**config.mk**
```make
export PLATFORM = sky130hd
export DESIGN_NAME = chan_src_responder
export DESIGN_NICKNAME = d
export VERILOG_FILES = /design/src/rtl/chrsp_pkg.sv /design/src/rtl/chrsp_req_delay.sv /design/src/rtl/chrsp_credit_cnt.sv /design/src/rtl/chrsp_credit_bank.sv /design/src/rtl/chrsp_slot_fsm.sv /design/src/rtl/chan_src_responder.sv
export SDC_FILE = /design/constraint.sdc
export NUM_CORES = 1
export LEC_CHECK = 0
export BUFFER_PORTS_ARGS = -buffer_cell sky130_fd_sc_hd__buf_2
export CAP_MARGIN = 10
export CORE_MARGIN = 4
export CORE_UTILIZATION = 45
export CTS_BUF_LIST = sky130_fd_sc_hd__clkbuf_8
export DETAILED_ROUTE_END_ITERATION = 7
export PLACE_DENSITY = 0.68
export SYNTH_ARGS = -nofsm -noshare
export SYNTH_HDL_FRONTEND = slang
export SYNTH_SLANG_ARGS = --single-unit
```
**constraint.sdc**
```tcl
create_clock -name clk -period 4.6 [get_ports clk]
set_clock_uncertainty 0.05 [all_clocks]
set_input_delay 0.23 -clock clk [delete_from_list [all_inputs] [get_ports clk]]
set_output_delay 0.23 -clock clk [all_outputs]
set_load 0.01 [all_outputs]
```
**src/rtl/chrsp_pkg.sv**
```systemverilog
package chrsp_pkg;
    typedef enum logic [1:0] {
        SLOT_IDLE  = 2'd0,
        SLOT_SKIP  = 2'd1,
        SLOT_DATA  = 2'd2,
        SLOT_EMPTY = 2'd3
    } slot_e;
endpackage

```
**src/rtl/chrsp_req_delay.sv**
```systemverilog
module chrsp_req_delay #(
    parameter int CH_W  = 6,
    parameter int DEPTH = 3
) (
    input  logic            clk,
    input  logic            rst_n,
    input  logic            in_vld,
    input  logic [CH_W-1:0] in_ch,
    output logic            out_vld,
    output logic [CH_W-1:0] out_ch
);
    logic [DEPTH-1:0] vld_q;
    logic [CH_W-1:0]  ch_q [DEPTH];

    for (genvar g = 0; g < DEPTH; g++) begin : g_stage
        if (g == 0) begin : g_head
            always_ff @(posedge clk) begin
                if (!rst_n) begin
                    vld_q[g] <= 1'b0;
                    ch_q[g]  <= '0;
                end else begin
                    vld_q[g] <= in_vld;
                    ch_q[g]  <= in_ch;
                end
            end
        end else begin : g_body
            always_ff @(posedge clk) begin
                if (!rst_n) begin
                    vld_q[g] <= 1'b0;
                    ch_q[g]  <= '0;
                end else begin
                    vld_q[g] <= vld_q[g-1];
                    ch_q[g]  <= ch_q[g-1];
                end
            end
        end
    end

    assign out_vld = vld_q[DEPTH-1];
    assign out_ch  = ch_q[DEPTH-1];
endmodule

```
**src/rtl/chrsp_credit_cnt.sv**
```systemverilog
module chrsp_credit_cnt #(
    parameter int CNT_W = 4
) (
    input  logic clk,
    input  logic rst_n,
    input  logic inc,
    input  logic dec,
    output logic nz
);
    localparam logic [CNT_W-1:0] CNT_MAX = '1;

    logic [CNT_W-1:0] cnt_q;

    always_ff @(posedge clk) begin
        if (!rst_n) begin
            cnt_q <= '0;
        end else if (inc && !dec && cnt_q != CNT_MAX) begin
            cnt_q <= cnt_q + 1'b1;
        end else if (dec && !inc) begin
            cnt_q <= cnt_q - 1'b1;
        end
    end

    assign nz = (cnt_q != '0);

    // a full counter stays full under further pulses
    p_sat_r7: assert property (@(posedge clk) disable iff (!rst_n)
        (cnt_q == CNT_MAX && inc && !dec) |=> (cnt_q == CNT_MAX));

    // pulse and consumption together leave the count alone
    p_hold_r8: assert property (@(posedge clk) disable iff (!rst_n)
        (inc && dec) |=> $stable(cnt_q));

    // credit is only consumed when some is held
    p_credit_r4: assert property (@(posedge clk) disable iff (!rst_n)
        dec |-> (cnt_q != '0));
endmodule

```
**src/rtl/chrsp_credit_bank.sv**
```systemverilog
module chrsp_credit_bank #(
    parameter int CH_W   = 6,
    parameter int NUM_CH = 40,
    parameter int CNT_W  = 4
) (
    input  logic            clk,
    input  logic            rst_n,
    input  logic            inc_vld,
    input  logic [CH_W-1:0] inc_ch,
    input  logic            dec_vld,
    input  logic [CH_W-1:0] dec_ch,
    input  logic [CH_W-1:0] query_ch,
    output logic            query_nz
);
    localparam logic [CH_W:0] CH_LIM = (CH_W+1)'(NUM_CH);

    logic [NUM_CH-1:0] nz_vec;

    for (genvar c = 0; c < NUM_CH; c++) begin : g_ch
        logic inc_c;
        logic dec_c;
        assign inc_c = inc_vld && (inc_ch == CH_W'(c));
        assign dec_c = dec_vld && (dec_ch == CH_W'(c));
        chrsp_credit_cnt #(.CNT_W(CNT_W)) u_cnt (
            .clk  (clk),
            .rst_n(rst_n),
            .inc  (inc_c),
            .dec  (dec_c),
            .nz   (nz_vec[c])
        );
    end

    assign query_nz = ({1'b0, query_ch} < CH_LIM) ? nz_vec[query_ch] : 1'b0;
endmodule

```
**src/rtl/chrsp_slot_fsm.sv**
```systemverilog
module chrsp_slot_fsm
    import chrsp_pkg::*;
#(
    parameter int CH_W  = 6,
    parameter int SEG_N = 2
) (
    input  logic             clk,
    input  logic             rst_n,
    input  logic             slot_vld,
    input  logic [CH_W-1:0]  slot_ch,
    input  logic             credit_nz,
    input  logic             ch_rdy,
    output logic             take_credit,
    output logic             tvalid,
    output logic [CH_W-1:0]  tid,
    output logic             skip_resp,
    output logic [SEG_N-1:0] seg_ena
);
    slot_e           state_q;
    slot_e           state_d;
    logic [CH_W-1:0] tid_q;

    always_comb begin
        if (!slot_vld)      state_d = SLOT_IDLE;
        else if (credit_nz) state_d = SLOT_SKIP;
        else if (ch_rdy)    state_d = SLOT_DATA;
        else                state_d = SLOT_EMPTY;
    end

    assign take_credit = (state_d == SLOT_SKIP);

    always_ff @(posedge clk) begin
        if (!rst_n) begin
            state_q <= SLOT_IDLE;
            tid_q   <= '0;
        end else begin
            state_q <= state_d;
            tid_q   <= slot_vld ? slot_ch : '0;
        end
    end

    always_comb begin
        tvalid    = 1'b0;
        skip_resp = 1'b0;
        seg_ena   = '0;
        tid       = tid_q;
        unique case (state_q)
            SLOT_IDLE:  tid = '0;
            SLOT_SKIP:  begin tvalid = 1'b1; skip_resp = 1'b1; end
            SLOT_DATA:  begin tvalid = 1'b1; seg_ena = '1;     end
            SLOT_EMPTY: tvalid = 1'b1;
        endcase
    end

    // a skip beat is valid and carries no segment
    p_skip_clean_r10: assert property (@(posedge clk) disable iff (!rst_n)
        skip_resp |-> (tvalid && seg_ena == '0));
endmodule

```
**src/rtl/chan_src_responder.sv**
```systemverilog
module chan_src_responder #(
    parameter int CH_W   = 6,
    parameter int NUM_CH = 40,
    parameter int LAT    = 4,
    parameter int CNT_W  = 4,
    parameter int SEG_N  = 2
) (
    input  logic              clk,
    input  logic              rst_n,
    input  logic              req_vld_i,
    input  logic [CH_W-1:0]   req_ch_i,
    input  logic              stat_vld_i,
    input  logic [CH_W-1:0]   stat_ch_i,
    input  logic              stat_skip_i,
    input  logic [NUM_CH-1:0] ch_ready_i,
    output logic              tvalid_o,
    output logic [CH_W-1:0]   tid_o,
    output logic              skip_resp_o,
    output logic [SEG_N-1:0]  seg_ena_o
);
    localparam int            DLY    = LAT - 1;
    localparam int            IW     = $clog2(LAT + 1) + 1;
    localparam logic [CH_W:0] CH_LIM = (CH_W+1)'(NUM_CH);

    logic            slot_vld;
    logic [CH_W-1:0] slot_ch;
    logic            credit_nz;
    logic            take_credit;
    logic            slot_rdy;
    logic            pulse;

    assign pulse = stat_vld_i && stat_skip_i;

    chrsp_req_delay #(.CH_W(CH_W), .DEPTH(DLY)) u_delay (
        .clk    (clk),
        .rst_n  (rst_n),
        .in_vld (req_vld_i),
        .in_ch  (req_ch_i),
        .out_vld(slot_vld),
        .out_ch (slot_ch)
    );

    chrsp_credit_bank #(.CH_W(CH_W), .NUM_CH(NUM_CH), .CNT_W(CNT_W)) u_bank (
        .clk     (clk),
        .rst_n   (rst_n),
        .inc_vld (pulse),
        .inc_ch  (stat_ch_i),
        .dec_vld (take_credit),
        .dec_ch  (slot_ch),
        .query_ch(slot_ch),
        .query_nz(credit_nz)
    );

    assign slot_rdy = ({1'b0, slot_ch} < CH_LIM) ? ch_ready_i[slot_ch] : 1'b0;

    chrsp_slot_fsm #(.CH_W(CH_W), .SEG_N(SEG_N)) u_fsm (
        .clk        (clk),
        .rst_n      (rst_n),
        .slot_vld   (slot_vld),
        .slot_ch    (slot_ch),
        .credit_nz  (credit_nz),
        .ch_rdy     (slot_rdy),
        .take_credit(take_credit),
        .tvalid     (tvalid_o),
        .tid        (tid_o),
        .skip_resp  (skip_resp_o),
        .seg_ena    (seg_ena_o)
    );

    // Requests announced but not yet answered; used only by the checks below.
    logic [IW-1:0] inflight_q;
    always_ff @(posedge clk) begin
        if (!rst_n) inflight_q <= '0;
        else        inflight_q <= inflight_q + IW'(req_vld_i) - IW'(tvalid_o);
    end

    // no beat without an outstanding request
    p_no_orphan_r2: assert property (@(posedge clk) disable iff (!rst_n)
        tvalid_o |-> (inflight_q != '0));

    // requests never pile up beyond the fixed latency
    p_inflight_r2: assert property (@(posedge clk) disable iff (!rst_n)
        inflight_q <= IW'(LAT));
endmodule

```
# Word level (Yosys, flattened, before mapping)
# Memories as Yosys holds them, arrays and structs flattened.
# Cells that the tools add are included.
word_totals:
  register_bits: 171
  ramBits: 18
  elab_cells: 717
  mem_count: 1
op_classes:
  add_sub_neg: 80
  order_cmp: 2
  eq_ne: 122
  mux: 98
  bitwise: 3
  n_reduce_logical: 366
mem_list:
  columns: ["name", "words", "word_bits", "read_ports", "rd_clocked_by_memory_dff", "wr", "line_no", "source"]
  rows:
  - ["u_delay.ch_q", 3, 6, 3, 0, 3, "chrsp_req_delay.sv:13", "logic [CH_W-1:0] ch_q [DEPTH];"]
ops:
  columns: ["operator", "n"]
  rows:
  - ["$mux W4", 80]
  - ["$logic_and A1 B1 Y1", 201]
  - ["$eq A6 B5 Y1 const B", 32]
  - ["$add A4 B1 Y4 const B", 40]
  - ["$ne A4 B4 Y1 const B", 40]
  - ["$reduce_bool A4 Y1", 40]
  - ["$sub A4 B1 Y4 const B", 40]
  - ["$eq A6 B4 Y1 const B", 16]
  - ["$eq A6 B6 Y1 const B", 16]
  - ["$logic_not A1 Y1", 80]
  - ["$reduce_bool A2 Y1", 40]
  - ["$eq A6 B3 Y1 const B", 8]
  - ["$eq A6 B2 Y1 const B", 4]
  - ["$mux W6", 4]
  - ["$bmux W1 S6", 2]
  - ["$eq A6 B1 Y1 const B", 2]
  - ["$logic_not A6 Y1", 2]
  - ["$mux W1", 9]
  - ["$lt A6 B7 Y1 const B", 1]
  - ["$lt A6 B6 Y1 const B", 1]
  - ["$mux W2", 3]
  - ["$eq A2 B1 Y1 const B", 2]
  - ["$eq A2 B2 Y1 const B", 2]
  - ["$or A1 B1 Y1", 3]
  - ["3 further kinds", 3]

# Longest topological paths before layout
# An unclocked memory read counts as a cell.
depth:
  ltp_word: 13
  mapped_depth: 16

# Cells and area by module
# A second synthesis with hierarchy kept.
unflattened:
  cells_unflattened: 1437
  area_unflattened_um2: 13699.4
modules_own_cells:
  columns: ["mod", "n_inst", "cells_each", "area_each_um2", "seq_area_each_um2"]
  rows:
  - ["chrsp_credit_cnt", 40, 29, 285.3, 80.1]
  - ["chrsp_credit_bank", 1, 168, 997.2, 0.0]
  - ["chrsp_req_delay", 1, 44, 593.1, 420.4]
  - ["chan_src_responder", 1, 35, 395.4, 0.0]
  - ["chrsp_slot_fsm", 1, 30, 302.8, 160.2]

# Worst setup path before layout
# Ideal clock, no wire load.
synth_path:
  path_kind: "reg-to-reg"
  from: "memory u_delay.ch_q[2][0]"
  to: "register u_bank.g_ch[38].u_cnt.cnt_q[3]"
  arrival_time_ns: 3.005
  path_slack_ns: 1.417
  stages_incl_launch_ff: 15
  cell_sequence: "dfxtp_1 -> buf_2 -> buf_6 -> or4b_1 -> o221ai_1 -> o21ai_1 -> o211ai_1 -> nand3_1 -> ha_1 -> a21o_1 -> a21o_1 -> or2_2 -> mux2i_1 -> xnor2_1 -> nor2_1"
synth_rtl:
  columns: ["item", "line_no", "source"]
  rows:
  - ["start: declaration", "chrsp_req_delay.sv:13", null]
  - ["end signal: assignment", "chrsp_credit_cnt.sv:18", "cnt_q <= cnt_q + 1'b1;"]
  - ["end signal: assignment", "chrsp_credit_cnt.sv:20", "cnt_q <= cnt_q - 1'b1;"]
  - ["end: declaration", "chrsp_credit_cnt.sv:12", "logic [CNT_W-1:0] cnt_q;"]

==> results.rst <==
.. list-table::
   :header-rows: 1

   * - Metric
     - Value
   * - Category of cells accounting for the largest share of critical-path delay
     - simple AND/OR/NAND/NOR gates
   * - Data required, critical path
     - 4960 ps
   * - GRT Overall Usage
     - 20.17%
   * - Minimum period implied by the final worst setup slack
     - 4091 ps
   * - Total power divided by cell area
     - 216.1 nW/um2
   * - Path type of the worst setup path
     - reg2reg
   * - Terminus of the critical flop-to-flop path
     - u_bank.g_ch[15].u_cnt.cnt_q[3]
   * - Max stage delay cell, worst path
     - sky130_fd_sc_hd__nand4_1
   * - Detail-routed net length per standard cell
     - 16.49 um
   * - Number of rows in the core area
     - 61
   * - RSZ-0062 raised after global routing
     - no
   * - Leakage Power
     - 5.863 nW
   * - Number of vias after detailed routing
     - 10.71k
   * - Data arrival at the endpoint of the critical path
     - 4450 ps
   * - Number of levels in the clock H-tree
     - 4
   * - Area grow syn2layout
     - 9.148%
   * - Startpoint of the worst-slack reg-to-reg timing path
     - u_delay.ch_q[2][1]
   * - Hold Crit Depth
     - 3
   * - Initial antenna violation count
     - 1
   * - Top library cells by usage in the layout, fill and taps aside
     - sky130_fd_sc_hd__dfxtp_1 (188), sky130_fd_sc_hd__nor2_1 (158), sky130_fd_sc_hd__nand2_1 (101), sky130_fd_sc_hd__mux2i_1 (90), sky130_fd_sc_hd__ha_1 (80)
   * - First-pass iteration count of the detailed router
     - 5
   * - Relative slew slack
     - 39.46%
   * - Initial Utilization
     - 45.83%
   * - Final-layout worst hold slack
     - 188.9 ps
   * - Multi-input combinational cell area
     - 8700 um2
   * - Outcome
     - finished, final reports clean
   * - Number of hold violations in the final report
     - 0
   * - Cell type with the largest total area after synthesis
     - sky130_fd_sc_hd__dfxtp_1
   * - Crit-path max cell delay
     - 630 ps
   * - Die width
     - 176.7 um
   * - Element type at the critical path start
     - flop
   * - CTS sink cnt
     - 189
   * - Count of flip-flops with a built-in enable after synthesis
     - 0
   * - Ordered cell list for the critical path
     - buf_4, nor2_1, nand2_1, nand4_1, a21oi_1, inv_1, ha_1, a21o_1, a21oi_1, nand2_1, or4_1, o211ai_1
   * - Hold-critical path endpoint
     - u_bank.g_ch[5].u_cnt.cnt_q[2]
   * - Total area of sequential cells
     - 3785 um2
   * - Final ANT Viol Nets
     - 0
   * - Most frequent standard cell in the layout excluding fill and tap cells
     - sky130_fd_sc_hd__dfxtp_1
   * - Syn nets
     - 1604
   * - Maximum operating frequency
     - 244.4 MHz
   * - Accumulated negative setup slack
     - 0 ps
   * - Placed inst area
     - 13510 um2
   * - Die Y-Extent
     - 176.7 um
   * - Number of primary I/O pins
     - 67
   * - Final nets
     - 1657
   * - Number of global-route vias before repair
     - 10.21k
   * - Clock transition at path regs
     - 100 ps
   * - Count of state elements after synthesis
     - 189
   * - Drt drc
     - 0
   * - Number of instances in the synthesized netlist
     - 1427
   * - Synth Cell Area
     - 12800 um2
   * - Top area cells in the synthesized netlist
     - sky130_fd_sc_hd__dfxtp_1 (30%), sky130_fd_sc_hd__ha_1 (7.8%), sky130_fd_sc_hd__mux2i_1 (7.0%)
   * - Worst reg2reg path depth
     - 12
   * - Syn avg cell area
     - 8.971 um2
   * - Placeable core region
     - 27930 um2
   * - Number of distinct library cells after synthesis
     - 74
   * - Final core utilization
     - 50.02%
   * - Hold path start
     - rst_n
   * - Kind of path behind the tightest hold check
     - in2reg
   * - Detailed placer's ending HPWL
     - 22690 um
   * - Setup slack of the most critical reg-to-reg path
     - 510 ps
   * - Residual overflow from global routing
     - 0
   * - Fraction of the yosys area taken by sequential cells
     - 29.55%
   * - Largest net degree at the start of global routing
     - 78
   * - Wire length of the first global-routing pass
     - 51670 um
   * - Number of vias per cell after detailed routing
     - 5.724
   * - Top_reg_cell synth
     - sky130_fd_sc_hd__dfxtp_1
   * - Clock tree root driver cell
     - sky130_fd_sc_hd__clkbuf_8
   * - Number of violations of the max-capacitance limit
     - 0
   * - Buffers from clock root to sink, at most
     - 2
   * - Final setup fails
     - 0
   * - GP Congestion
     - 0.8802
   * - Overall die area
     - 31210 um2
   * - CP Capture Type
     - flop
   * - CTS tree
     - built
   * - FILL cells
     - 2652
   * - Share of the synthesized area in the top cell type
     - 29.55%
   * - Detailed Route Iter0 Violations
     - 651
   * - Largest driver fanout on the critical path
     - 18
   * - Ys Warns
     - 0
   * - Final instance area
     - 13970 um2
   * - Final Routed Wirelength
     - 30860 um
   * - Worst-Margin Slew
     - 908.1 ps
   * - TritonCTS buffer count
     - 17
   * - Fraction of final layout cells with drive strength greater than 1
     - 11.05%
   * - CP Buf/Inv Count
     - 2
   * - Post-cts repair resize count
     - 0
   * - Antenna diode count
     - 0
   * - Total count of max-transition violations in the final report
     - 0
   * - Proportion of register bits with asynchronous set or reset after synthesis
     - 0%
   * - Clock insertion delay at the later pin of the skew report
     - 490 ps
   * - Count of input and output buffers
     - 66
   * - Share of the clock period used by the worst path after layout
     - 88.93%
   * - Max rail drop VDD
     - 0.2009 mV
## worst min-delay path: stages
cell and delay (ps):
sky130_fd_sc_hd__buf_4 250, sky130_fd_sc_hd__nand2_1 120, sky130_fd_sc_hd__mux2i_1 50
## what timing repair did
item | CTS | global route
setup buffers | 0 | 0
hold endpoints to repair | 7 | 0
hold buffers | 7 | 0
## metrics by stage
step | power [mW] | cells | setup slack [ps]
2_1_floorplan | 1.832 | 1427 | 1417
3_5_place_dp | 1.907 | 1832 | 627.5
6_report | 3.020 | 1871 | 509.0
3_3_place_gp | 1.904 | 1832 | 808.4
4_1_cts | 3.050 | 1871 | 610.7
5_1_grt | 3.136 | 1871 | 273.2
## cell usage after synthesis, types with 21 or more instances
cell type                    n
sky130_fd_sc_hd__nor4_1     24
sky130_fd_sc_hd__nand2_1   101
sky130_fd_sc_hd__nand3_1    59
sky130_fd_sc_hd__fa_1       40
sky130_fd_sc_hd__and2_1     34
sky130_fd_sc_hd__a211oi_1   21
sky130_fd_sc_hd__xor2_1     35
sky130_fd_sc_hd__inv_1      21
sky130_fd_sc_hd__a21oi_1    57
sky130_fd_sc_hd__dfxtp_1   189
sky130_fd_sc_hd__ha_1       80
sky130_fd_sc_hd__a21o_1     43
sky130_fd_sc_hd__xnor2_1    58
sky130_fd_sc_hd__nand4_1    32
sky130_fd_sc_hd__nor2b_1    28
sky130_fd_sc_hd__mux2i_1    90
sky130_fd_sc_hd__nor3_1     48
sky130_fd_sc_hd__nand2b_1   27
sky130_fd_sc_hd__o21ai_0    33
sky130_fd_sc_hd__nor2_1    158
sky130_fd_sc_hd__clkbuf_1   44
## sequential cells by signal, summed over array words and instances (netlist names)
register                 flops
u_bank.g_ch.u_cnt.cnt_q    160
u_delay.ch_q                18
u_delay.out_vld              1
u_delay.vld_q                2
u_fsm.state_q                2
u_fsm.tid_q                  6
## layout make-up
class / count / area share, %
clock inverter: 14 / 1.074
timing repair buffer: 91 / 3.850
multi-input combinational: 1160 / 62.26
sequential: 189 / 27.09
tap: 378 / 3.385
inverter: 21 / 0.5731
clock buffer: 18 / 1.773
## cells by family after synthesis
group           count (synthesis)  share of synthesized area [%]
simple gates                  589                          23.79
compound gates                249                          13.87
flops                         189                          29.55
fa+ha+maj                     120                          14.07
mux                           109                          9.812
xor+xnor                       93                          6.362
buf+inv                        78                          2.541
## where the power goes
group	total [mW]	switching, mW	leakage (nW)	internal [mW]
combinational	0.216	0.132	4.14	0.0846
sequential	1.66	0.0130	1.53	1.65
clock	1.14	0.679	0.198	0.464
total	3.02	0.823	5.86	2.20
## worst max path at each step
| stage | slack, ps | endpoint | start | cells past startpoint |
|---|---|---|---|---|
| 2_1_floorplan | 1420 | u_bank.g_ch[38].u_cnt.cnt_q[3] | u_delay.ch_q[2][0] | 14 |
| 3_3_place_gp | 810 | u_bank.g_ch[15].u_cnt.cnt_q[3] | u_delay.ch_q[2][1] | 12 |
| 3_5_place_dp | 630 | u_bank.g_ch[15].u_cnt.cnt_q[3] | u_delay.ch_q[2][1] | 12 |
| 4_1_cts | 610 | u_bank.g_ch[15].u_cnt.cnt_q[3] | u_delay.ch_q[2][1] | 12 |
| 5_1_grt | 270 | u_bank.g_ch[15].u_cnt.cnt_q[3] | u_delay.ch_q[2][1] | 12 |
| 6_report | 510 | u_bank.g_ch[15].u_cnt.cnt_q[3] | u_delay.ch_q[2][1] | 12 |
## layer usage
| metal | up-vias | track usage [%] | wire [um] |
|---|---|---|---|
| met5 | - | 0 | 7 |
| met4 | 2 | 6.028 | 607 |
| met3 | 50 | 3.909 | 1753 |
| met2 | 248 | 32.27 | 14260 |
| met1 | 5092 | 27.79 | 14230 |
| li1 | 5318 | - | - |
Note: power is estimated with default switching activity, not from simulation.
